<file path="src/rtl/rtc_cal_pkg.sv">
package rtc_cal_pkg;

  localparam int BYTE_W   = 8;
  localparam int FIELD_N  = 7;
  localparam int SEL_W    = $clog2(FIELD_N);

  // field offsets; weekday last, its position is decoded by software
  localparam int FLD_SEC  = 0;
  localparam int FLD_MIN  = 1;
  localparam int FLD_HOUR = 2;
  localparam int FLD_DAY  = 3;
  localparam int FLD_MON  = 4;
  localparam int FLD_YEAR = 5;
  localparam int FLD_WDAY = 6;

  localparam int CTRL_OFS = 7;
  localparam int STAT_OFS = 8;

  localparam int RUN_BIT      = 0;
  localparam int SNAP_BIT     = 6;
  localparam int SHADOW_BIT   = 7;
  localparam int STAT_RUN_BIT = 1;

  typedef struct packed {
    logic              countEn;
    logic              snapTake;
    logic              fieldWr;
    logic [SEL_W-1:0]  fieldSel;
    logic [BYTE_W-1:0] wrByte;
    logic              readShadow;
  } rtcStrobe_t;

  function automatic logic [BYTE_W-1:0] bcdInc(input logic [BYTE_W-1:0] v);
    if (v[3:0] == 4'd9) return {v[7:4] + 4'd1, 4'd0};
    else                return {v[7:4], v[3:0] + 4'd1};
  endfunction

  function automatic logic isLeap(input logic [BYTE_W-1:0] y);
    logic [BYTE_W-1:0] bin;
    bin = ({4'd0, y[7:4]} * 8'd10) + {4'd0, y[3:0]};
    return (bin[1:0] == 2'b00);
  endfunction

  function automatic logic [BYTE_W-1:0] lastDay(input logic [BYTE_W-1:0] m,
                                                input logic [BYTE_W-1:0] y);
    case (m)
      8'h02:                      return isLeap(y) ? 8'h29 : 8'h28;
      8'h04, 8'h06, 8'h09, 8'h11: return 8'h30;
      default:                    return 8'h31;
    endcase
  endfunction

endpackage

</file>
<file path="src/rtl/rtc_cal_ctrl.sv">
module rtc_cal_ctrl
  import rtc_cal_pkg::*;
#(
  parameter int ADDR_W = 4
) (
  input  logic              clk,
  input  logic              rst_n,
  input  logic              tick1Hz,
  input  logic              wrEn,
  input  logic [ADDR_W-1:0] addr,
  input  logic [BYTE_W-1:0] wrData,
  output rtcStrobe_t        strobe,
  output logic [BYTE_W-1:0] ctrlQ,
  output logic [BYTE_W-1:0] regRd,
  output logic              isTimeAddr
);

  logic ctrlHit;
  logic statHit;
  logic [BYTE_W-1:0] statusByte;

  assign ctrlHit    = (addr == ADDR_W'(CTRL_OFS));
  assign statHit    = (addr == ADDR_W'(STAT_OFS));
  assign isTimeAddr = (addr < ADDR_W'(FIELD_N));

  always_ff @(posedge clk) begin
    if (!rst_n)               ctrlQ <= '0;
    else if (wrEn && ctrlHit) ctrlQ <= wrData;
  end

  always_comb begin
    statusByte               = '0;
    statusByte[STAT_RUN_BIT] = ctrlQ[RUN_BIT];
  end

  always_comb begin
    strobe.countEn    = tick1Hz && ctrlQ[RUN_BIT];
    strobe.snapTake   = wrEn && ctrlHit && wrData[SNAP_BIT] && !ctrlQ[SNAP_BIT];
    strobe.fieldWr    = wrEn && isTimeAddr && !ctrlQ[RUN_BIT];
    strobe.fieldSel   = addr[SEL_W-1:0];
    strobe.wrByte     = wrData;
    strobe.readShadow = ctrlQ[SHADOW_BIT];
  end

  always_comb begin
    if (ctrlHit)      regRd = ctrlQ;
    else if (statHit) regRd = statusByte;
    else              regRd = '0;
  end

endmodule

</file>
<file path="src/rtl/rtc_cal_datapath.sv">
module rtc_cal_datapath
  import rtc_cal_pkg::*;
(
  input  logic                      clk,
  input  logic                      rst_n,
  input  rtcStrobe_t                strobe,
  input  logic [SEL_W-1:0]          rdSel,
  output logic [BYTE_W-1:0]         timeRd,
  output logic [FIELD_N*BYTE_W-1:0] liveFlat,
  output logic [FIELD_N*BYTE_W-1:0] shadowFlat
);

  logic [BYTE_W-1:0] liveQ   [FIELD_N];
  logic [BYTE_W-1:0] shadowQ [FIELD_N];
  logic [BYTE_W-1:0] nextQ   [FIELD_N];

  logic secEnd, minEnd, hourEnd, dayEnd, monEnd, yearEnd;
  logic minStep, hourStep, dayStep, monStep, yearStep;

  always_comb begin
    secEnd  = (liveQ[FLD_SEC]  == 8'h59);
    minEnd  = (liveQ[FLD_MIN]  == 8'h59);
    hourEnd = (liveQ[FLD_HOUR] == 8'h23);
    dayEnd  = (liveQ[FLD_DAY]  == lastDay(liveQ[FLD_MON], liveQ[FLD_YEAR]));
    monEnd  = (liveQ[FLD_MON]  == 8'h12);
    yearEnd = (liveQ[FLD_YEAR] == 8'h99);

    minStep  = secEnd;
    hourStep = minStep  && minEnd;
    dayStep  = hourStep && hourEnd;
    monStep  = dayStep  && dayEnd;
    yearStep = monStep  && monEnd;

    for (int i = 0; i < FIELD_N; i++) nextQ[i] = liveQ[i];

    nextQ[FLD_SEC] = secEnd ? 8'h00 : bcdInc(liveQ[FLD_SEC]);
    if (minStep)  nextQ[FLD_MIN]  = minEnd  ? 8'h00 : bcdInc(liveQ[FLD_MIN]);
    if (hourStep) nextQ[FLD_HOUR] = hourEnd ? 8'h00 : bcdInc(liveQ[FLD_HOUR]);
    if (dayStep) begin
      nextQ[FLD_DAY]  = dayEnd ? 8'h01 : bcdInc(liveQ[FLD_DAY]);
      nextQ[FLD_WDAY] = (liveQ[FLD_WDAY] >= 8'h06) ? 8'h00 : liveQ[FLD_WDAY] + 8'h01;
    end
    if (monStep)  nextQ[FLD_MON]  = monEnd  ? 8'h01 : bcdInc(liveQ[FLD_MON]);
    if (yearStep) nextQ[FLD_YEAR] = yearEnd ? 8'h00 : bcdInc(liveQ[FLD_YEAR]);
  end

  for (genvar g = 0; g < FIELD_N; g++) begin : gField
    localparam logic [BYTE_W-1:0] RST_V =
      (g == FLD_DAY || g == FLD_MON) ? 8'h01 : 8'h00;

    always_ff @(posedge clk) begin
      if (!rst_n) begin
        liveQ[g] <= RST_V;
      end else if (strobe.fieldWr && strobe.fieldSel == SEL_W'(g)) begin
        liveQ[g] <= strobe.wrByte;
      end else if (strobe.countEn) begin
        liveQ[g] <= nextQ[g];
      end
    end

    always_ff @(posedge clk) begin
      if (!rst_n)               shadowQ[g] <= RST_V;
      else if (strobe.snapTake) shadowQ[g] <= liveQ[g];
    end

    assign liveFlat[g*BYTE_W +: BYTE_W]   = liveQ[g];
    assign shadowFlat[g*BYTE_W +: BYTE_W] = shadowQ[g];
  end

  always_comb begin
    if (rdSel >= SEL_W'(FIELD_N)) timeRd = '0;
    else if (strobe.readShadow)   timeRd = shadowQ[rdSel];
    else                          timeRd = liveQ[rdSel];
  end

endmodule

</file>
<file path="src/rtl/rtc_calendar.sv">
module rtc_calendar
  import rtc_cal_pkg::*;
#(
  parameter int ADDR_W = 4
) (
  input  logic              clk,
  input  logic              rst_n,
  input  logic              tick1Hz,
  input  logic              wrEn,
  input  logic [ADDR_W-1:0] addr,
  input  logic [7:0]        wrData,
  output logic [7:0]        rdData
);

  rtcStrobe_t                strobe;
  logic [BYTE_W-1:0]         ctrlQ;
  logic [BYTE_W-1:0]         regRd;
  logic [BYTE_W-1:0]         timeRd;
  logic                      isTimeAddr;
  logic [FIELD_N*BYTE_W-1:0] liveFlat;
  logic [FIELD_N*BYTE_W-1:0] shadowFlat;

  rtc_cal_ctrl #(.ADDR_W(ADDR_W)) u_ctrl (
    .clk       (clk),
    .rst_n     (rst_n),
    .tick1Hz   (tick1Hz),
    .wrEn      (wrEn),
    .addr      (addr),
    .wrData    (wrData),
    .strobe    (strobe),
    .ctrlQ     (ctrlQ),
    .regRd     (regRd),
    .isTimeAddr(isTimeAddr)
  );

  rtc_cal_datapath u_dp (
    .clk       (clk),
    .rst_n     (rst_n),
    .strobe    (strobe),
    .rdSel     (addr[SEL_W-1:0]),
    .timeRd    (timeRd),
    .liveFlat  (liveFlat),
    .shadowFlat(shadowFlat)
  );

  assign rdData = isTimeAddr ? timeRd : regRd;

endmodule

</file>
<file path="config.mk">
export PLATFORM = sky130hd
export DESIGN_NAME = rtc_calendar
export DESIGN_NICKNAME = d
export VERILOG_FILES = /design/src/rtl/rtc_cal_pkg.sv /design/src/rtl/rtc_cal_ctrl.sv /design/src/rtl/rtc_cal_datapath.sv /design/src/rtl/rtc_calendar.sv
export SDC_FILE = /design/constraint.sdc
export NUM_CORES = 1
export LEC_CHECK = 0
export ABC_AREA = 1
export ABC_CLOCK_PERIOD_IN_PS = 2600
export BUFFER_PORTS_ARGS = -buffer_cell sky130_fd_sc_hd__clkbuf_2
export CAP_MARGIN = 0
export CORE_MARGIN = 2
export CORE_UTILIZATION = 25
export CTS_CLUSTER_DIAMETER = 120
export CTS_CLUSTER_SIZE = 30
export DETAILED_ROUTE_END_ITERATION = 16
export GPL_TIMING_DRIVEN = 0
export SYNTH_ARGS = -nofsm -noshare
export SYNTH_HDL_FRONTEND = slang
export SYNTH_SLANG_ARGS = --single-unit
</file>
<file path="constraint.sdc">
create_clock -name clk -period 2.6 [get_ports clk]
set_clock_uncertainty 0.15 [all_clocks]
set_input_delay 0.39 -clock clk [delete_from_list [all_inputs] [get_ports clk]]
set_output_delay 0.39 -clock clk [all_outputs]
set_load 0.005 [all_outputs]
</file>
==> flow_summary_export.csv <==
group,metric,value,unit
synthesis,synth_fp_nets,811,
cts,htree_levels,4,
route,drt-pass1-iter-count,7,
cts,clk_path_buf_depth,2,
synthesis,ys_warn_count,0,
placed_design,dp_slack,-441,ps
setup_path,crit_path_frequent_cell,"nand2_1",
cts,clkTransAtPathRegs,50,ps
power_and_ir_drop,power.net_switching,1.22,mW
setup_path,r2r_start,"u_dp.liveQ[1][1]$_DFFE_PP_",
synthesis,yosys.area.top_type,"edfxtp_1",
flow_run,maxCapViolCount,0,
placed_design,place_inst,1137,
final_layout,instances_no_fill,1171,
setup_path,critPathKind,"in -> out",
sta,worst_pin_slew,795,ps
run_status,outcome,"finished clean",
global_route,grt_start_max_net_pins,57,
synthesis,yosysMostFrequentCell,"nand2_1",
power_and_ir_drop,pwr-share-seq,0.434,
cts,cts_buffers,17,
synthesis,netlist_area,6900,µm²
floorplan,rows,60,
final_layout,utilization,0.304,
route,vias,5783,
cts,ctsHoldBuffers,0,
power_and_ir_drop,power_density,636,nW/µm²
setup_path,crit_path_max_incr_delay,250,ps
final_layout,drive_above_1_share,0.177,
sta,final.setup.tns,0,ps
synthesis,async_flop_share,0,
synthesis,synth_commonest_cells,"143 x nand2_1, 112 x edfxtp_1, 110 x inv_1, 67 x nand3_1, 51 x nor2_2",
synthesis,synth_seq_cells,120,
power_and_ir_drop,combPwrFrac,0.089,
sta,fin_crit_sh,0.967,
sta,setup_ws,84.8,ps
setup_path,path_cells,"clkbuf_2 > nand2_2 > inv_4 > clkbuf_4 > nand2_1 > nand4_1 > nand3_1 > nand2_1 > nand2_1 > o21ai_0 > clkbuf_2",
cts,clkLatencyLatePin,420,ps
final_layout,diodes,0,
synthesis,synth_ff_type,"edfxtp_1",
setup_path,cp-endpoint,"rdData[6]",
sta,whs,158,ps
route,drc,0,
sta,drv_slew,0,
setup_path,cp-startpoint,"addr[0]",
route,drtIter0Drc,604,
setup_path,worstSetupStartpointType,"input port",
setup_path,cp_slowest_cell,"clkbuf_4",
placed_design,post-dp-hpwl,16600,µm
synthesis,synth.area.top_cells,"edfxtp_1 49%, nand2_1 7.8%, inv_1 6.0%, nand3_1 4.9%, nor2_2 4.6%",
setup_path,ff2ff_path_depth,8,
sta,finalSetupViolations,0,
global_route,grt_usage,0.155,
final_layout,areaGrowthSynthToFinish,18.9,%
synthesis,yosysSeqAreaShare,0.510,
sta,min_period,2520,ps
power_and_ir_drop,max-vdd-ir-drop,355,µV
final_layout,fillCellCount,2841,
placed_design,io_buffers,23,
final_layout,fin_nets,857,
cts,cts_tree,"yes",
global_route,antenna_found_initial,0,
cts,cts-root-buf,"clkbuf_16",
setup_path,worstPathRequired,2060,ps
route,avgRoutedWirePerCell,18.8,µm
global_route,grt_pass1_vias,5618,
setup_path,worst_setup_path_end_kind,"primary output",
cts,cts.sinks,120,
floorplan,die_w,170,µm
sta,fmax,398,MHz
power_and_ir_drop,p_clk_frac,0.477,
power_and_ir_drop,power.leakage,3.25,nW
floorplan,die_h,170,µm
route,vias_per_cell,4.94,
global_route,gr-total-overflow,0,
floorplan,core_region_area,27000,µm²
global_route,grt_pass1_wl,32900,µm
setup_path,reg2reg_slack,110,ps
power_and_ir_drop,intPower,3.99,mW
synthesis,synthCells,773,
sta,relSlewSlack,0.470,
synthesis,synth_edf_count,112,
synthesis,yosysUniqueCellTypes,33,
worst_hold_path,min_path_type,"in -> reg",
power_and_ir_drop,p_total,5.22,mW
setup_path,regToRegEndpoint,"u_dp.liveQ[6][5]$_DFFE_PP_",
final_layout,finalInstanceArea,8210,µm²
power_and_ir_drop,p_sw_frac,0.235,
synthesis,synth_top_area_frac,0.487,
placed_design,place.gp.congestion,0.923,
setup_path,worstPathMaxFanout,10,
floorplan,io_pins,24,
floorplan,initial_core_util,0.255,
synthesis,synth.avg_cell_area,8.93,µm²
setup_path,arrival,1980,ps
sta,hold_viol_final,0,
floorplan,fp.dieArea,29000,µm²
route,ant_nets,0,
route,drt_wl_total,22000,µm
placed_design,dpl_cell_area,7450,µm²
-- how the worst min path moves through the flow --
stage                                 start                            to  slack (ps)  depth (start not counted)
2_1_floorplan  u_ctrl.ctrlQ[6]$_SDFFE_PN0P_  u_ctrl.ctrlQ[6]$_SDFFE_PN0P_         290                          2
3_3_place_gp   u_ctrl.ctrlQ[6]$_SDFFE_PN0P_  u_ctrl.ctrlQ[6]$_SDFFE_PN0P_         300                          2
6_report                          wrData[6]  u_ctrl.ctrlQ[6]$_SDFFE_PN0P_         160                          3
4_1_cts                           wrData[6]  u_ctrl.ctrlQ[6]$_SDFFE_PN0P_         150                          3
5_1_grt                           wrData[6]  u_ctrl.ctrlQ[6]$_SDFFE_PN0P_         170                          3
3_5_place_dp   u_ctrl.ctrlQ[6]$_SDFFE_PN0P_  u_ctrl.ctrlQ[6]$_SDFFE_PN0P_         310                          2
-- layout make-up --
cell class	count	area [µm²]	area share
buffer	22	155	0.0189
clock buffer	18	429	0.0523
clock inverter	12	183	0.0223
inverter	113	429	0.0523
multi-input combinational	517	2910	0.354
sequential	120	3520	0.429
tap	341	427	0.0520
timing repair buffer	28	153	0.0186
-- flip-flops by register name, summed over array words and instances (netlist names) --
name,flops
u_ctrl.ctrlQ,8
u_dp.liveQ,56
u_dp.shadowQ,56
-- metal layers --
metal,part of all wire,wire length (µm),track usage,vias up
li1,-,-,-,2735
met2,0.46,10100,0.247,255
met3,0.091,2010,0.0412,43
met4,0.028,621,0.0621,0
met5,0,0,0,-
met1,0.42,9230,0.200,2750
-- kinds of logic (layout without fill, tap and decap cells) --
| logic type | count (synthesis) | count (layout) | synth area share |
|---|---|---|---|
| compound gates | 135 | 135 | 0.113 |
| flops | 120 | 120 | 0.510 |
| simple gates | 339 | 339 | 0.229 |
| fa+ha+maj | 22 | 22 | 0.0399 |
| buf+inv | 136 | 193 | 0.0810 |
| xor+xnor | 21 | 21 | 0.0266 |
-- critical path, delay by kind of cell --
| family | cells | cell delay (ps) |
|---|---|---|
| AO/OA/AOI/OAI | 1 | 170 |
| buffers and inverters | 4 | 780 |
| AND/OR/NAND/NOR | 6 | 630 |
-- power by group through the flow --
stage | combinational (mW) | clock, mW | sequential [mW]
6_report | 0.464 | 2.49 | 2.26
5_1_grt | 0.506 | 2.57 | 2.27
4_1_cts | 0.446 | 2.50 | 2.26
2_1_floorplan | 0.268 | 0 | 2.27
3_3_place_gp | 0.431 | 0 | 2.30
3_5_place_dp | 0.432 | 0 | 2.30
-- placed cells by master, fill, tap and decap left out, drive strengths merged, types with 4 or more instances in the layout --
master	synthesis	routed
nor2	104	104
o221ai	4	4
clkbuf	12	53
buf	11	15
edfxtp	112	112
a22oi	7	7
o22ai	34	34
clkinv	0	6
nor3	4	4
bufinv	0	5
o211ai	7	7
inv	113	113
nand4	15	15
ha	22	22
xor2	12	12
a21oi	38	38
dfxtp	8	8
o21ai	41	41
nand3	69	69
xnor2	9	9
nand2	145	145
-- timing repair --
action                     in CTS  in global routing
resized for setup              20                 19
setup endpoints to repair      32                 35
pin swaps                       1                  1
buffers inserted                2                  3
Note: power is estimated with default switching activity, not from simulation.
